<file path="config.mk">
export PLATFORM = sky130hd
export DESIGN_NAME = ibp_comparator
export DESIGN_NICKNAME = d
export VERILOG_FILES = /design/src/rtl/ibp_pkg.sv /design/src/rtl/ibp_lane_decode.sv /design/src/rtl/ibp_pair_bank.sv /design/src/rtl/ibp_pair_match.sv /design/src/rtl/ibp_comparator.sv
export SDC_FILE = /design/constraint.sdc
export NUM_CORES = 1
export LEC_CHECK = 0
export ABC_CLOCK_PERIOD_IN_PS = 2400
export BUFFER_PORTS_ARGS = -buffer_cell sky130_fd_sc_hd__buf_2
export CORE_MARGIN = 1.5
export CORE_UTILIZATION = 30
export CTS_BUF_LIST = sky130_fd_sc_hd__clkbuf_16
export CTS_CLUSTER_DIAMETER = 30
export DETAILED_ROUTE_END_ITERATION = 12
export GPL_TIMING_DRIVEN = 0
export PLACE_DENSITY = 0.44
export SLEW_MARGIN = 15
export SYNTH_ARGS = -nofsm -noshare
export SYNTH_HDL_FRONTEND = slang
export SYNTH_SLANG_ARGS = --single-unit
export TNS_END_PERCENT = 50
</file>
<file path="constraint.sdc">
create_clock -name clk -period 2.4 [get_ports clk]
set_clock_uncertainty 0.2 [all_clocks]
set_input_delay 0.12 -clock clk [delete_from_list [all_inputs] [get_ports clk]]
set_output_delay 0.12 -clock clk [all_outputs]
set_load 0.005 [all_outputs]
</file>
<file path="src/rtl/ibp_pkg.sv">
package ibp_pkg;

    typedef enum logic [1:0] {
        SZ_BYTE = 2'b00,
        SZ_HALF = 2'b01,
        SZ_WORD = 2'b10,
        SZ_RSVD = 2'b11
    } unit_size_e;

    typedef logic [3:0] lane_mask_t;

    localparam int CTRL_EN_BIT   = 0;
    localparam int CTRL_MASK_LSB = 5;
    localparam int LANES         = 4;

endpackage

</file>
<file path="src/rtl/ibp_lane_decode.sv">
module ibp_lane_decode
    import ibp_pkg::*;
(
    input  logic [1:0]  offset,
    input  logic [1:0]  size,
    output lane_mask_t  need
);

    always_comb begin
        unique case (unit_size_e'(size))
            SZ_BYTE: need = lane_mask_t'(4'b0001 << offset);
            SZ_HALF: need = offset[1] ? 4'b1100 : 4'b0011;
            default: need = 4'b1111;
        endcase
    end


    always_comb begin
        if (unit_size_e'(size) == SZ_BYTE) begin
            byte_onehot_chk: assert ($countones(need) == 1);
        end
    end

endmodule

</file>
<file path="src/rtl/ibp_pair_bank.sv">
module ibp_pair_bank
    import ibp_pkg::*;
#(
    parameter int NUM_PAIRS = 4,
    parameter int ADDR_W    = 32,
    localparam int IDX_W    = (NUM_PAIRS > 1) ? $clog2(NUM_PAIRS) : 1,
    localparam int VAL_W    = ADDR_W - 2
) (
    input  logic                              clk,
    input  logic                              rst_n,
    input  logic                              wr_en,
    input  logic [IDX_W-1:0]                  wr_idx,
    input  logic                              wr_sel,
    input  logic [31:0]                       wr_data,
    output logic [NUM_PAIRS-1:0]              en,
    output logic [NUM_PAIRS-1:0][LANES-1:0]   mask,
    output logic [NUM_PAIRS-1:0][VAL_W-1:0]   val
);

    typedef struct packed {
        logic [NUM_PAIRS-1:0]            en;
        logic [NUM_PAIRS-1:0][LANES-1:0] mask;
        logic [NUM_PAIRS-1:0][VAL_W-1:0] val;
    } bank_t;

    bank_t bank_d, bank_q;

    always_comb begin
        bank_d = bank_q;
        for (int i = 0; i < NUM_PAIRS; i++) begin
            if (wr_en && (wr_idx == IDX_W'(i))) begin
                if (wr_sel) begin
                    bank_d.en[i]   = wr_data[CTRL_EN_BIT];
                    bank_d.mask[i] = wr_data[CTRL_MASK_LSB +: LANES];
                end else begin
                    bank_d.val[i]  = wr_data[ADDR_W-1:2];
                end
            end
        end
    end

    always_ff @(posedge clk) begin
        if (!rst_n) bank_q <= '0;
        else        bank_q <= bank_d;
    end

    assign en   = bank_q.en;
    assign mask = bank_q.mask;
    assign val  = bank_q.val;

    logic unused_wr_bits;
    assign unused_wr_bits = ^{wr_data[4:1], wr_data[1:0]};

    for (genvar k = 0; k < NUM_PAIRS; k++) begin : g_chk

        ctrl_write_chk: assert property (@(posedge clk) disable iff (!rst_n)
            (wr_en && wr_sel && wr_idx == IDX_W'(k)) |=>
                (en[k] == $past(wr_data[0]) && mask[k] == $past(wr_data[8:5])));
    end

endmodule

</file>
<file path="src/rtl/ibp_pair_match.sv">
module ibp_pair_match
    import ibp_pkg::*;
#(
    parameter int VAL_W = 30
) (
    input  logic             en,
    input  logic [VAL_W-1:0] val,
    input  lane_mask_t       mask,
    input  logic [VAL_W-1:0] word_addr,
    input  lane_mask_t       need,
    output logic             hit,
    output logic             part
);

    logic addr_eq;
    logic covers;
    logic touches;

    always_comb begin
        addr_eq = en && (val == word_addr);
        covers  = ((need & ~mask) == '0);
        touches = ((need & mask) != '0);
        hit     = addr_eq && covers;
        part    = addr_eq && touches && !covers;
    end

endmodule

</file>
<file path="src/rtl/ibp_comparator.sv">
module ibp_comparator
    import ibp_pkg::*;
#(
    parameter int NUM_PAIRS = 4,
    parameter int ADDR_W    = 32,
    localparam int IDX_W    = (NUM_PAIRS > 1) ? $clog2(NUM_PAIRS) : 1,
    localparam int VAL_W    = ADDR_W - 2
) (
    input  logic                  clk,
    input  logic                  rst_n,
    input  logic                  wr_en,
    input  logic [IDX_W-1:0]      wr_idx,
    input  logic                  wr_sel,
    input  logic [31:0]           wr_data,
    input  logic                  ins_valid,
    input  logic [ADDR_W-1:0]     ins_addr,
    input  logic [1:0]            ins_size,
    output logic [NUM_PAIRS-1:0]  hit_vec,
    output logic                  hit_any,
    output logic [NUM_PAIRS-1:0]  part_vec,
    output logic                  part_any
);

    typedef struct packed {
        logic [NUM_PAIRS-1:0] hit_vec;
        logic                 hit_any;
        logic [NUM_PAIRS-1:0] part_vec;
        logic                 part_any;
    } res_t;

    logic [NUM_PAIRS-1:0]            pair_en;
    logic [NUM_PAIRS-1:0][LANES-1:0] pair_mask;
    logic [NUM_PAIRS-1:0][VAL_W-1:0] pair_val;
    lane_mask_t                      need;
    logic [NUM_PAIRS-1:0]            raw_hit;
    logic [NUM_PAIRS-1:0]            raw_part;
    res_t                            res_d, res_q;

    ibp_pair_bank #(.NUM_PAIRS(NUM_PAIRS), .ADDR_W(ADDR_W)) u_bank (
        .clk     (clk),
        .rst_n   (rst_n),
        .wr_en   (wr_en),
        .wr_idx  (wr_idx),
        .wr_sel  (wr_sel),
        .wr_data (wr_data),
        .en      (pair_en),
        .mask    (pair_mask),
        .val     (pair_val)
    );

    ibp_lane_decode u_dec (
        .offset (ins_addr[1:0]),
        .size   (ins_size),
        .need   (need)
    );

    for (genvar i = 0; i < NUM_PAIRS; i++) begin : g_pair
        ibp_pair_match #(.VAL_W(VAL_W)) u_match (
            .en        (pair_en[i]),
            .val       (pair_val[i]),
            .mask      (pair_mask[i]),
            .word_addr (ins_addr[ADDR_W-1:2]),
            .need      (need),
            .hit       (raw_hit[i]),
            .part      (raw_part[i])
        );
    end

    always_comb begin
        res_d = '0;
        if (ins_valid) begin
            res_d.hit_vec  = raw_hit;
            res_d.part_vec = raw_part;
            res_d.hit_any  = |raw_hit;
            res_d.part_any = |raw_part;
        end
    end

    always_ff @(posedge clk) begin
        if (!rst_n) res_q <= '0;
        else        res_q <= res_d;
    end

    assign hit_vec  = res_q.hit_vec;
    assign hit_any  = res_q.hit_any;
    assign part_vec = res_q.part_vec;
    assign part_any = res_q.part_any;


    hit_part_excl_chk: assert property (@(posedge clk) disable iff (!rst_n)
        (hit_vec & part_vec) == '0);


    idle_quiet_chk: assert property (@(posedge clk) disable iff (!rst_n)
        !$past(ins_valid) |-> (hit_vec == '0 && part_vec == '0));


    any_or_chk: assert property (@(posedge clk) disable iff (!rst_n)
        (hit_any == |hit_vec) && (part_any == |part_vec));

    for (genvar j = 0; j < NUM_PAIRS; j++) begin : g_en_chk

        disabled_silent_chk: assert property (@(posedge clk) disable iff (!rst_n)
            (hit_vec[j] || part_vec[j]) |-> $past(pair_en[j]));
    end

endmodule

</file>
==> reports/results.md, run 1 <==
| Result | Value |
|:---|:---|
| Result of the run | complete, but fails checks |
| Violated checks | negative hold slack |
| Seq cells post-synth | 150 |
| Crit. End Element | flop |
| Largest driver fanout on the critical path | 2 |
| Data required, critical path | 2.55 ns |
| Largest voltage drop on the vdd net | 0.379 mV |
| Routability-driven placement congestion ratio | 0.861 |
| Post-layout instance area | 9140 µm² |
| Setup ws final | 0.0448 ns |
| CTS max path bufs | 2 |
| Most common cell in the synthesized netlist | sky130_fd_sc_hd__nand2_1 |
| DRC | 0 |
| CP Launch Type | flop |
| Leading post-synthesis cells by cell area | sky130_fd_sc_hd__dfxtp_1 41%, sky130_fd_sc_hd__nand2_1 13%, sky130_fd_sc_hd__a21boi_0 12%, sky130_fd_sc_hd__xnor2_1 7.3%, sky130_fd_sc_hd__xor2_1 6.9% |
| Final Max Tran Viols | 0 |
| Sum Neg Setup Slack | 0 ns |
| Maximum frequency from static timing analysis | 425 MHz |
| # H-tree levels | 4 |
| Die height | 160 µm |
| Standard cell area after detailed placement | 8110 µm² |
| Initial standard-cell utilization of the core | 0.305 |
| I/O pin count | 83 |
| Total wirelength of the detailed-routed design | 25,300 µm |
| CTS buffer count | 17 |
| Net Count, Synth | 956 |
| Count of TritonRoute iterations in the first routing pass | 5 |
| Slew of the pin with the lowest slew margin | 0.697 ns |
| Endpoints failing hold | 3 |
| Worst setup slack before clock tree synthesis | -0.503 ns |
| Full die area | 25,600 µm² |
| Fin crit share | 0.981 |
| List of most frequent post-synthesis cells | 252 x sky130_fd_sc_hd__nand2_1, 150 x sky130_fd_sc_hd__dfxtp_1, 115 x sky130_fd_sc_hd__a21boi_0, 62 x sky130_fd_sc_hd__xnor2_1, 58 x sky130_fd_sc_hd__xor2_1 |
| Worst hold slack across all endpoints | -0.00968 ns |
| Area fraction of the dominant cell type after synthesis | 0.406 |
| Drt first-iter violations | 377 |
| RR Endpoint | hit_any$_SDFF_PN0_ |
| Summed instance area of the synthesized netlist | 7390 µm² |
| Standard cell core area | 24,200 µm² |
| Count of mapped cells out of synthesis | 883 |
| Count of nets left with antenna violations after detail routing | 0 |
| Total track usage | 0.203 |
| Storage element area | 3000 µm² |
| Detailed-route via count | 6,286 |
| Reg-to-reg setup timing slack | 0.04 ns |
| Primary FF master, synth | sky130_fd_sc_hd__dfxtp_1 |
| Minimum clock period after layout | 2.36 ns |
| Leak Pwr | 3.32 nW |
| Critical path type | flop to flop |
| Number of rows created at floorplan | 57 |
| Core utilization of the finished layout | 0.377 |
| Buffer cell driving the clock tree root | sky130_fd_sc_hd__clkbuf_16 |
| Number of antenna violations at the first check in global routing | 0 |
| Worst slew margin | 0.535 |
| Number of warnings printed during yosys synthesis | 0 |
| Path class of the lowest-slack min-delay path | input port to flop |
| Per-cell routed wire length | 19.0 µm |
| Async set or reset register ratio after synthesis | 0 |
| Largest net degree at the start of global routing | 17 |
| Die Wd | 160 µm |
| Post-layout total power | 0.00597 W |
| CP arrival | 2.51 ns |
| Final Net Count | 1,069 |
| Cell type with the highest aggregate area in the netlist | sky130_fd_sc_hd__dfxtp_1 |
| Later-pin clock latency in the skew report | 0.43 ns |
| Mean instance size in the synthesized netlist | 8.37 µm² |
| Post-detailed-route via-to-cell ratio | 4.72 |
| Via count of the first global-routing pass | 6,035 |
| Fill cell instance count of the final layout | 2,623 |
| Global-route congestion overflow total | 0 |
| Pwr Density | 653 nW/µm² |
| Start point of the critical path | u_bank.val[47]$_SDFFE_PN0P_ |
| Fraction of layout cells with a size suffix above 1 | 0.122 |
| Clock transition at the registers of the reported paths | 0.06 ns |
| Cell variety after synth | 51 |
| # diodes | 0 |
| Worst Reg-to-Reg Cells | 6 |
| Wire length of the first global-routing pass | 38,200 µm |
| Footprint of the multi-input gates | 4210 µm² |
| Part of the Yosys area used for sequential elements | 0.406 |
| Layout overhead on the synthesized area | 23.6% |
| Last element of the critical path | hit_any$_SDFF_PN0_ |
| Port Buffers | 62 |
| EDFF count, synth | 0 |
| # clock sinks | 150 |
| Final setup violating endpoints | 0 |
| DP HPWL | 19,400 µm |
| CTS tree | done |
| Beginning of the worst register-to-register path | u_bank.val[47]$_SDFFE_PN0P_ |
| # Max-Cap Violations | 0 |
==> critical path, cell delays in order (launching register included) <==
cell,delay (ns)
sky130_fd_sc_hd__dfxtp_1,0.34
sky130_fd_sc_hd__xnor2_2,0.24
sky130_fd_sc_hd__nand4_1,0.28
sky130_fd_sc_hd__nor4_2,0.28
sky130_fd_sc_hd__nand4_1,0.28
sky130_fd_sc_hd__or3_1,0.51
sky130_fd_sc_hd__a41oi_2,0.15
==> kinds of logic after synthesis <==
family / Yosys count / share of synthesized area
XOR/XNOR: 120 / 0.142
multiplexers: 20 / 0.0271
buffers and inverters: 68 / 0.0405
flip-flops: 150 / 0.406
AO/OA/AOI/OAI: 159 / 0.160
AND/OR/NAND/NOR: 366 / 0.224
==> area by class of cell <==
type                       instances  area share
multi-input combinational        665       0.461
sequential                       150       0.329
timing repair buffer              94      0.0690
clock buffer                      17      0.0466
tap                              324      0.0444
buffer                            62      0.0303
clock inverter                    14      0.0177
inverter                           6     0.00247
==> per-layer routing <==
layer  track usage  up-vias  routed length [µm]
met5             0        -                   0
met4        0.0735        0                 674
met3        0.0400       27                 917
met2         0.338      138               11900
met1         0.259     2961               11800
li1              -     3160                   -
==> timing repair <==
| action | CTS | global route |
|---|---|---|
| buffers inserted | 0 | 0 |
| endpoints found under the hold margin | 124 | 0 |
| resized for setup | 11 | 6 |
| setup endpoints to repair | 8 | 1 |
| hold buffers | 32 | 0 |
| pin swaps | 1 | 3 |
==> state kept, by name, indices dropped and copies added, names as in the netlist <==
| name | count |
|---|---|
| hit_vec | 4 |
| part_vec | 4 |
| u_bank.mask | 16 |
| u_bank.en | 4 |
| u_bank.val | 120 |
| part_any | 1 |
| hit_any | 1 |
==> how the worst min path moves through the flow <==
| stage | startpoint | end | slack, ns | cells past startpoint |
|---|---|---|---|---|
| final | wr_data[6] | u_bank.val[34]$_SDFFE_PN0P_ | -0.01 | 3 |
| after global routing | wr_data[6] | u_bank.val[4]$_SDFFE_PN0P_ | 0.02 | 3 |
| after CTS | wr_data[6] | u_bank.val[34]$_SDFFE_PN0P_ | 0.002 | 3 |
| after detailed placement | wr_data[23] | u_bank.val[51]$_SDFFE_PN0P_ | 0.21 | 3 |
| after global placement | wr_data[24] | u_bank.val[22]$_SDFFE_PN0P_ | 0.21 | 3 |
| after floorplan | wr_data[3] | u_bank.val[1]$_SDFFE_PN0P_ | 0.05 | 2 |
==> layout by cell type, fill, tap and decap left out, types with 5 or more instances in the layout <==
| cell | netlist | final |
|---|---|---|
| sky130_fd_sc_hd__a21boi_0 | 115 | 115 |
| sky130_fd_sc_hd__a21boi_1 | 5 | 5 |
| sky130_fd_sc_hd__a21oi_1 | 9 | 9 |
| sky130_fd_sc_hd__buf_2 | 0 | 62 |
| sky130_fd_sc_hd__clkbuf_1 | 56 | 56 |
| sky130_fd_sc_hd__clkbuf_16 | 0 | 17 |
| sky130_fd_sc_hd__dfxtp_1 | 150 | 150 |
| sky130_fd_sc_hd__dlygate4sd3_1 | 0 | 32 |
| sky130_fd_sc_hd__inv_1 | 6 | 7 |
| sky130_fd_sc_hd__mux2i_1 | 20 | 20 |
| sky130_fd_sc_hd__nand2_1 | 252 | 252 |
| sky130_fd_sc_hd__nand3_1 | 5 | 5 |
| sky130_fd_sc_hd__nand4_1 | 21 | 21 |
| sky130_fd_sc_hd__nor2_1 | 12 | 12 |
| sky130_fd_sc_hd__nor2b_1 | 25 | 25 |
| sky130_fd_sc_hd__nor4_1 | 20 | 15 |
| sky130_fd_sc_hd__o21ai_0 | 6 | 6 |
| sky130_fd_sc_hd__or3_1 | 5 | 5 |
| sky130_fd_sc_hd__xnor2_1 | 62 | 54 |
| sky130_fd_sc_hd__xnor2_2 | 0 | 8 |
| sky130_fd_sc_hd__xor2_1 | 58 | 58 |
==> through the flow <==
step / hold slack [ns] / instances
after floorplan: 0.0548 / 883
after global placement: 0.211 / 1269
after detailed placement: 0.215 / 1269
after CTS: 0.00202 / 1332
after global routing: 0.0189 / 1332
final: -0.00968 / 1332
==> report_power, final <==
group,leakage (nW),switching [W],total [W],internal [W]
Clock,0.284,0.00112,0.00274,0.00162
Combinational,1.83,0.000392,0.000654,0.000261
Sequential,1.21,0.0000365,0.00258,0.00254
Total,3.32,0.00155,0.00597,0.00442
(Power assumes the default switching activity.)
==> inputs of run 2 (changes only) <==
--- a/config.mk
+++ b/config.mk
@@ -6,16 +6,17 @@
 export NUM_CORES = 1
 export LEC_CHECK = 0
 export ABC_CLOCK_PERIOD_IN_PS = 2400
-export BUFFER_PORTS_ARGS = -buffer_cell sky130_fd_sc_hd__buf_2
 export CORE_MARGIN = 1.5
-export CORE_UTILIZATION = 30
+export CORE_UTILIZATION = 26
 export CTS_BUF_LIST = sky130_fd_sc_hd__clkbuf_16
 export CTS_CLUSTER_DIAMETER = 30
 export DETAILED_ROUTE_END_ITERATION = 12
+export DONT_BUFFER_PORTS = 1
 export GPL_TIMING_DRIVEN = 0
-export PLACE_DENSITY = 0.44
+export PLACE_DENSITY = 0.37
 export SLEW_MARGIN = 15
 export SYNTH_ARGS = -nofsm -noshare
 export SYNTH_HDL_FRONTEND = slang
+export SYNTH_HIERARCHICAL = 1
 export SYNTH_SLANG_ARGS = --single-unit
 export TNS_END_PERCENT = 50
==> run 2 against run 1 <==
The flow now finishes without violations. Sequential share of layout area increased by 2.3 points. Core utilization decreased by 6.0 points. Routed wire length decreased by 7.7%. Worst hold slack improved by 0.057 ns. Register-to-register slack improved by 0.02 ns. Maximum frequency increased by 0.77%. Via count decreased by 14%. Total power decreased by 6.2%. Synthesized cell count decreased by 17%. Sequential power about the same. Largest cell class unchanged.
==> reports/results.md, run 2 <==
| Result | Value |
|:---|:---|
| # H-tree levels | 4 |
| Path class of the lowest-slack min-delay path | input port to flop |
| Most frequent cells in the layout | 176 x sky130_fd_sc_hd__nand2_1, 150 x sky130_fd_sc_hd__dfxtp_1, 140 x sky130_fd_sc_hd__mux2i_1, 60 x sky130_fd_sc_hd__xnor2_1, 60 x sky130_fd_sc_hd__xor2_1 |
| Fraction of layout cells with a size suffix above 1 | 0.102 |
| Die Wd | 169 µm |
| Setup ws final | 0.0628 ns |
| Total track usage | 0.168 |
| DRC | 0 |
| Hold depth | 4 |
| Global-route congestion overflow total | 0 |
| Net Count, Synth | 808 |
| Slowest-stage cell, CP | sky130_fd_sc_hd__or4_4 |
| Number of rows created at floorplan | 60 |
| Worst setup slack before clock tree synthesis | 0.00257 ns |
| Later-pin clock latency in the skew report | 0.43 ns |
| Total wirelength of the detailed-routed design | 23,300 µm |
| CP max stage delay | 0.63 ns |
| Cell type with the highest aggregate area in the netlist | sky130_fd_sc_hd__dfxtp_1 |
| Reg-to-reg setup timing slack | 0.06 ns |
| DP HPWL | 17,300 µm |
| Beginning of the worst register-to-register path | u_bank/val[33]$_SDFFE_PN0P_ |
| Post-layout instance area | 8530 µm² |
| Standard cell area after detailed placement | 7580 µm² |
| RR Endpoint | hit_vec[1]$_SDFF_PN0_ |
| Detailed-route via count | 5,404 |
| Post-detailed-route via-to-cell ratio | 4.73 |
| Count of mapped cells out of synthesis | 735 |
| Number of warnings printed during yosys synthesis | 6 |
| List of most frequent post-synthesis cells | 176 x sky130_fd_sc_hd__nand2_1, 150 x sky130_fd_sc_hd__dfxtp_1, 140 x sky130_fd_sc_hd__mux2i_1, 60 x sky130_fd_sc_hd__xnor2_1, 60 x sky130_fd_sc_hd__xor2_1 |
| Final setup violating endpoints | 0 |
| Primary FF master, synth | sky130_fd_sc_hd__dfxtp_1 |
| Count of nets left with antenna violations after detail routing | 0 |
| Standard cell core area | 27,000 µm² |
| Largest voltage drop on the vdd net | 0.301 mV |
| Die height | 169 µm |
| # Max-Cap Violations | 0 |
| Endpoint of the worst hold path | u_bank/val[11]$_SDFFE_PN0P_ |
| Endpoints failing hold | 0 |
| CTS buffer count | 17 |
| Pwr Density | 656 nW/µm² |
| I/O pin count | 83 |
| Slew of the pin with the lowest slew margin | 1.04 ns |
| Worst slew margin | 0.303 |
| CTS max path bufs | 2 |
| Largest net degree at the start of global routing | 17 |
| Most common cell after layout, fill and taps aside | sky130_fd_sc_hd__nand2_1 |
| Minimum clock period after layout | 2.34 ns |
| Async set or reset register ratio after synthesis | 0 |
| Buffer cell driving the clock tree root | sky130_fd_sc_hd__clkbuf_16 |
| Port Buffers | 0 |
| Full die area | 28,500 µm² |
| Area fraction of the dominant cell type after synthesis | 0.420 |
| Fin crit share | 0.974 |
| Clock transition at the registers of the reported paths | 0.06 ns |
| Post-CTS setup buffer count | 0 |
| # diodes | 0 |
| Count of TritonRoute iterations in the first routing pass | 5 |
| Result of the run | completed |
| Drt first-iter violations | 279 |
| Mean instance size in the synthesized netlist | 9.74 µm² |
| Largest driver fanout on the critical path | 2 |
| Cell family with the largest share of critical-path delay | simple AND/OR/NAND/NOR gates |
| Unrepaired setup endpoints after global routing | no |
| Number of flip-flops under the largest register name | 120 |
| Critical path type | flop to flop |
| Number of buffer and inverter stages on the critical path | 0 |
| CTS tree | done |
| Routability-driven placement congestion ratio | 0.835 |
| Cells traversed along the worst timing path | xnor2_1, nand4_1, or4_4, a2111oi_4, and3_2 |
| Seq cells post-synth | 150 |
| Worst Reg-to-Reg Cells | 5 |
| Summed instance area of the synthesized netlist | 7160 µm² |
| EDFF count, synth | 0 |
| Initial standard-cell utilization of the core | 0.266 |
| Final Net Count | 862 |
| Number of antenna violations at the first check in global routing | 0 |
| Data required, critical path | 2.57 ns |
| Via count of the first global-routing pass | 5,598 |
| Final Max Tran Viols | 0 |
| Part of the Yosys area used for sequential elements | 0.420 |
| Crit. End Element | flop |
| Wire length of the first global-routing pass | 34,700 µm |
| CP Launch Type | flop |
| Layout overhead on the synthesized area | 19.1% |
| Hold path startpoint | wr_idx[0] |
| Per-cell routed wire length | 20.4 µm |
| Leak Pwr | 3.67 nW |
| Leading post-synthesis cells by cell area | sky130_fd_sc_hd__dfxtp_1 42%, sky130_fd_sc_hd__mux2i_1 20%, sky130_fd_sc_hd__nand2_1 9.2%, sky130_fd_sc_hd__xnor2_1 7.3%, sky130_fd_sc_hd__xor2_1 7.3% |
| CP arrival | 2.51 ns |
| Cell variety after synth | 28 |
| # clock sinks | 150 |
| Most common cell in the synthesized netlist | sky130_fd_sc_hd__nand2_1 |
| Maximum frequency from static timing analysis | 428 MHz |
[run 2: logic make-up (layout without fill, tap and decap cells)]
| family | count (synthesis) | in the layout | share of synthesized area |
|---|---|---|---|
| AO/OA/AOI/OAI | 20 | 20 | 0.0252 |
| XOR/XNOR | 120 | 120 | 0.147 |
| buffers and inverters | 43 | 109 | 0.0371 |
| flip-flops | 150 | 150 | 0.420 |
| multiplexers | 140 | 140 | 0.196 |
| AND/OR/NAND/NOR | 262 | 262 | 0.176 |
[run 2: what timing repair did]
item | 4_1_cts | 5_1_grt
endpoints found under the setup margin | 1 | 8
gates resized for setup | 1 | 5
hold buffers | 35 | 0
endpoints found under the hold margin | 150 | 0
[run 2: worst register-to-register path, stage by stage, from the launching register on]
cell and delay, ns:
sky130_fd_sc_hd__dfxtp_1 0.38, sky130_fd_sc_hd__xnor2_1 0.14, sky130_fd_sc_hd__nand4_1 0.26, sky130_fd_sc_hd__or4_4 0.63
sky130_fd_sc_hd__a2111oi_4 0.43, sky130_fd_sc_hd__and3_2 0.25
[run 2: per-stage QoR]
step	hold slack (ns)	power, W	setup TNS, ns	util	std cells
after global routing	0.0580	0.00582	0	0.316	1142
after floorplan	0.0638	0.00295	0	-	735
final	0.0474	0.00560	0	0.316	1142
after CTS	0.0356	0.00565	0	0.315	1142
after detailed placement	0.0787	0.00311	0	0.281	1076
after global placement	0.0803	0.00310	-0.0236	0.281	1076
[run 2: worst max-delay path by stage]
stage          depth (start not counted)  slack (ns)                          from                    end
6_report                               5        0.06   u_bank/val[33]$_SDFFE_PN0P_  hit_vec[1]$_SDFF_PN0_
5_1_grt                                5       0.007  u_bank/val[109]$_SDFFE_PN0P_  hit_vec[3]$_SDFF_PN0_
4_1_cts                                5        0.02  u_bank/val[100]$_SDFFE_PN0P_  hit_vec[3]$_SDFF_PN0_
3_5_place_dp                           5       0.003   u_bank/val[49]$_SDFFE_PN0P_  hit_vec[1]$_SDFF_PN0_
3_3_place_gp                           5       -0.02   u_bank/val[49]$_SDFFE_PN0P_  hit_vec[1]$_SDFF_PN0_
2_1_floorplan                          5        0.46    u_bank/val[0]$_SDFFE_PN0P_  hit_vec[0]$_SDFF_PN0_
[run 2: final cells by class]
cell class	instances	area, µm²
clock buffer	17	425
tap	341	427
timing repair buffer	35	350
inverter	5	18.8
fill	2810	18400
sequential	150	3000
buffer	38	246
multi-input combinational	542	3950
clock inverter	14	110
[run 2: where the power goes]
| part | switching (W) | internal, W |
|---|---|---|
| clock | 0.00108 | 0.00141 |
| combinational | 0.000306 | 0.000219 |
| sequential | 0.0000354 | 0.00254 |
| total | 0.00143 | 0.00417 |
[run 2: per-layer routing]
layer  track usage  part of all wire
met5             0                 0
met3        0.0346             0.043
met1         0.215              0.46
met4        0.0648             0.022
met2         0.278              0.48
==> inputs of run 3 (changes only) <==
--- a/config.mk
+++ b/config.mk
@@ -14,6 +14,7 @@
 export DONT_BUFFER_PORTS = 1
 export GPL_TIMING_DRIVEN = 0
 export PLACE_DENSITY = 0.37
+export REMOVE_ABC_BUFFERS = 1
 export SLEW_MARGIN = 15
 export SYNTH_ARGS = -nofsm -noshare
 export SYNTH_HDL_FRONTEND = slang
==> run 3 against run 2 <==
Setup slack better by 0.055 ns. Highest routed layer unchanged. Sequential cell count unchanged. Final cell count grew 10%. First-iteration DRC count decreased by 11%. Die area stayed put. Combinational power about the same. Sequential share of layout area down 4.9 points.
==> reports/results.md, run 3 (synthesis gave the netlist of run 2 again) <==
| Result | Value |
|:---|:---|
| Final Max Tran Viols | 0 |
| # diodes | 0 |
| Pwr Density | 555 nW/µm² |
| Data required, critical path | 2.56 ns |
| Drt first-iter violations | 247 |
| Met1 Resource Use GR | 0.189 |
| # H-tree levels | 4 |
| Count of TritonRoute iterations in the first routing pass | 4 |
| I/O pin count | 83 |
| Worst slew margin | 0.276 |
| Die height | 169 µm |
| Slowest-stage cell, CP | sky130_fd_sc_hd__nor4_1 |
| CP max stage delay | 0.46 ns |
| CTS buffer count | 17 |
| Worst setup slack before clock tree synthesis | -0.0589 ns |
| Endpoints failing hold | 0 |
| Routability-driven placement congestion ratio | 0.746 |
| Wire length of the first global-routing pass | 34,900 µm |
| Die Wd | 169 µm |
| Later-pin clock latency in the skew report | 0.42 ns |
| Number of antenna violations at the first check in global routing | 0 |
| Most common cell after layout, fill and taps aside | sky130_fd_sc_hd__nand2_1 |
| Fraction of layout cells with a size suffix above 1 | 0.0773 |
| CP Launch Type | flop |
| Critical path type | flop to flop |
| Largest driver fanout on the critical path | 2 |
| Full die area | 28,500 µm² |
| Slew of the pin with the lowest slew margin | 1.08 ns |
| DRC | 0 |
| Final setup violating endpoints | 0 |
| Number of rows created at floorplan | 60 |
| Met2 usage | 0.286 |
| Per-cell routed wire length | 18.2 µm |
| Maximum frequency from static timing analysis | 438 MHz |
| Leak Pwr | 4.23 nW |
| Detailed-route via count | 5,858 |
| CTS tree | done |
| Layout overhead on the synthesized area | 38.5% |
| Total wirelength of the detailed-routed design | 22,900 µm |
| Initial standard-cell utilization of the core | 0.266 |
| CTS max path bufs | 2 |
| Buffer cell driving the clock tree root | sky130_fd_sc_hd__clkbuf_16 |
| Global-route congestion overflow total | 0 |
| Minimum clock period after layout | 2.28 ns |
| Count of nets left with antenna violations after detail routing | 0 |
| Via count of the first global-routing pass | 6,495 |
| Path class of the lowest-slack min-delay path | input port to flop |
| Port Buffers | 0 |
| CP arrival | 2.44 ns |
| Unrepaired setup endpoints after global routing | no |
| Met3 demand-to-capacity share in global routing | 0.0344 |
| Cells traversed along the worst timing path | xor2_1, nor4_1, nand4_1, nor3_1, and3_2 |
| Clock transition at the registers of the reported paths | 0.06 ns |
| Crit. End Element | flop |
| Largest voltage drop on the vdd net | 0.399 mV |
| Final Net Count | 978 |
| Most frequent cells in the layout | 176 x sky130_fd_sc_hd__nand2_1, 171 x sky130_fd_sc_hd__dlygate4sd3_1, 150 x sky130_fd_sc_hd__dfxtp_1, 140 x sky130_fd_sc_hd__mux2i_1 |
| DP HPWL | 13,900 µm |
| Standard cell core area | 27,000 µm² |
| Worst hold slack across all endpoints | 0.0160 ns |
| Largest net degree at the start of global routing | 109 |
| Layer carrying the most global-route usage | met2 |
| Total track usage | 0.159 |
| Post-detailed-route via-to-cell ratio | 4.65 |
| Fin crit share | 0.951 |
| Number of flip-flops under the largest register name | 120 |
| # Max-Cap Violations | 0 |
| # clock sinks | 150 |
| Setup ws final | 0.118 ns |
| Result of the run | completed |
[run 3: cell type report]
| cell class | instances | area, µm² |
|---|---|---|
| Inverter | 5 | 18.8 |
| Timing Repair Buffer | 189 | 1950 |
| Tap cell | 341 | 427 |
| Clock buffer | 17 | 425 |
| Multi-Input combinational cell | 542 | 4000 |
| Fill cell | 2707 | 17000 |
| Clock inverter | 15 | 91.3 |
| Sequential cell | 150 | 3000 |
[run 3: what timing repair did]
| action | CTS | global route |
|---|---|---|
| pin swaps | 0 | 1 |
| setup endpoints to repair | 3 | 16 |
| setup buffers | 0 | 3 |
| gates cloned | 0 | 2 |
| resized for setup | 3 | 7 |
| hold buffers | 173 | 0 |
| endpoints found under the hold margin | 150 | 0 |
[run 3: metrics by stage]
step | instance area, µm² | instances | total power [W] | TNS (ns) | utilization
after global routing | 9910 | 1259 | 0.00574 | 0 | 0.368
after CTS | 9820 | 1254 | 0.00556 | 0 | 0.365
after global placement | 7340 | 1038 | 0.00299 | -128.63 | 0.272
after detailed placement | 7530 | 1049 | 0.00300 | -0.0727 | 0.280
final | 9910 | 1259 | 0.00551 | 0 | 0.368
after floorplan | 6910 | 697 | 0.00290 | 0 | -
[run 3: worst paths after layout]
path,cells after the start,slack [ns],to,from
max,5,0.12,part_vec[1]$_SDFF_PN0_,u_bank/val[50]$_SDFFE_PN0P_
max reg2reg,5,0.12,part_vec[1]$_SDFF_PN0_,u_bank/val[50]$_SDFFE_PN0P_
min,2,0.02,u_bank/mask[14]$_SDFFE_PN0P_,wr_sel
min reg2reg,2,0.28,u_bank/val[76]$_SDFFE_PN0P_,u_bank/val[76]$_SDFFE_PN0P_
[run 3: worst max-delay path, delay by kind of cell (launching register included)]
kind / cells / cell delay, ns
xor gates and xnor gates: 1 / 0.14
DFF: 1 / 0.32
and+or+nand+nor: 4 / 1.57
[run 3: power by group]
group | internal [W] | leakage (nW) | total [W] | switching, W
combinational | 0.000266 | 2.77 | 0.000528 | 0.000262
clock | 0.00130 | 0.243 | 0.00240 | 0.00110
sequential | 0.00254 | 1.21 | 0.00258 | 0.0000360
[run 3: per-layer routing]
layer	up-vias	routed length, µm
met2	85	11400
met1	2899	10300
met4	0	382
met3	21	871
met5	-	0
li1	2853	-
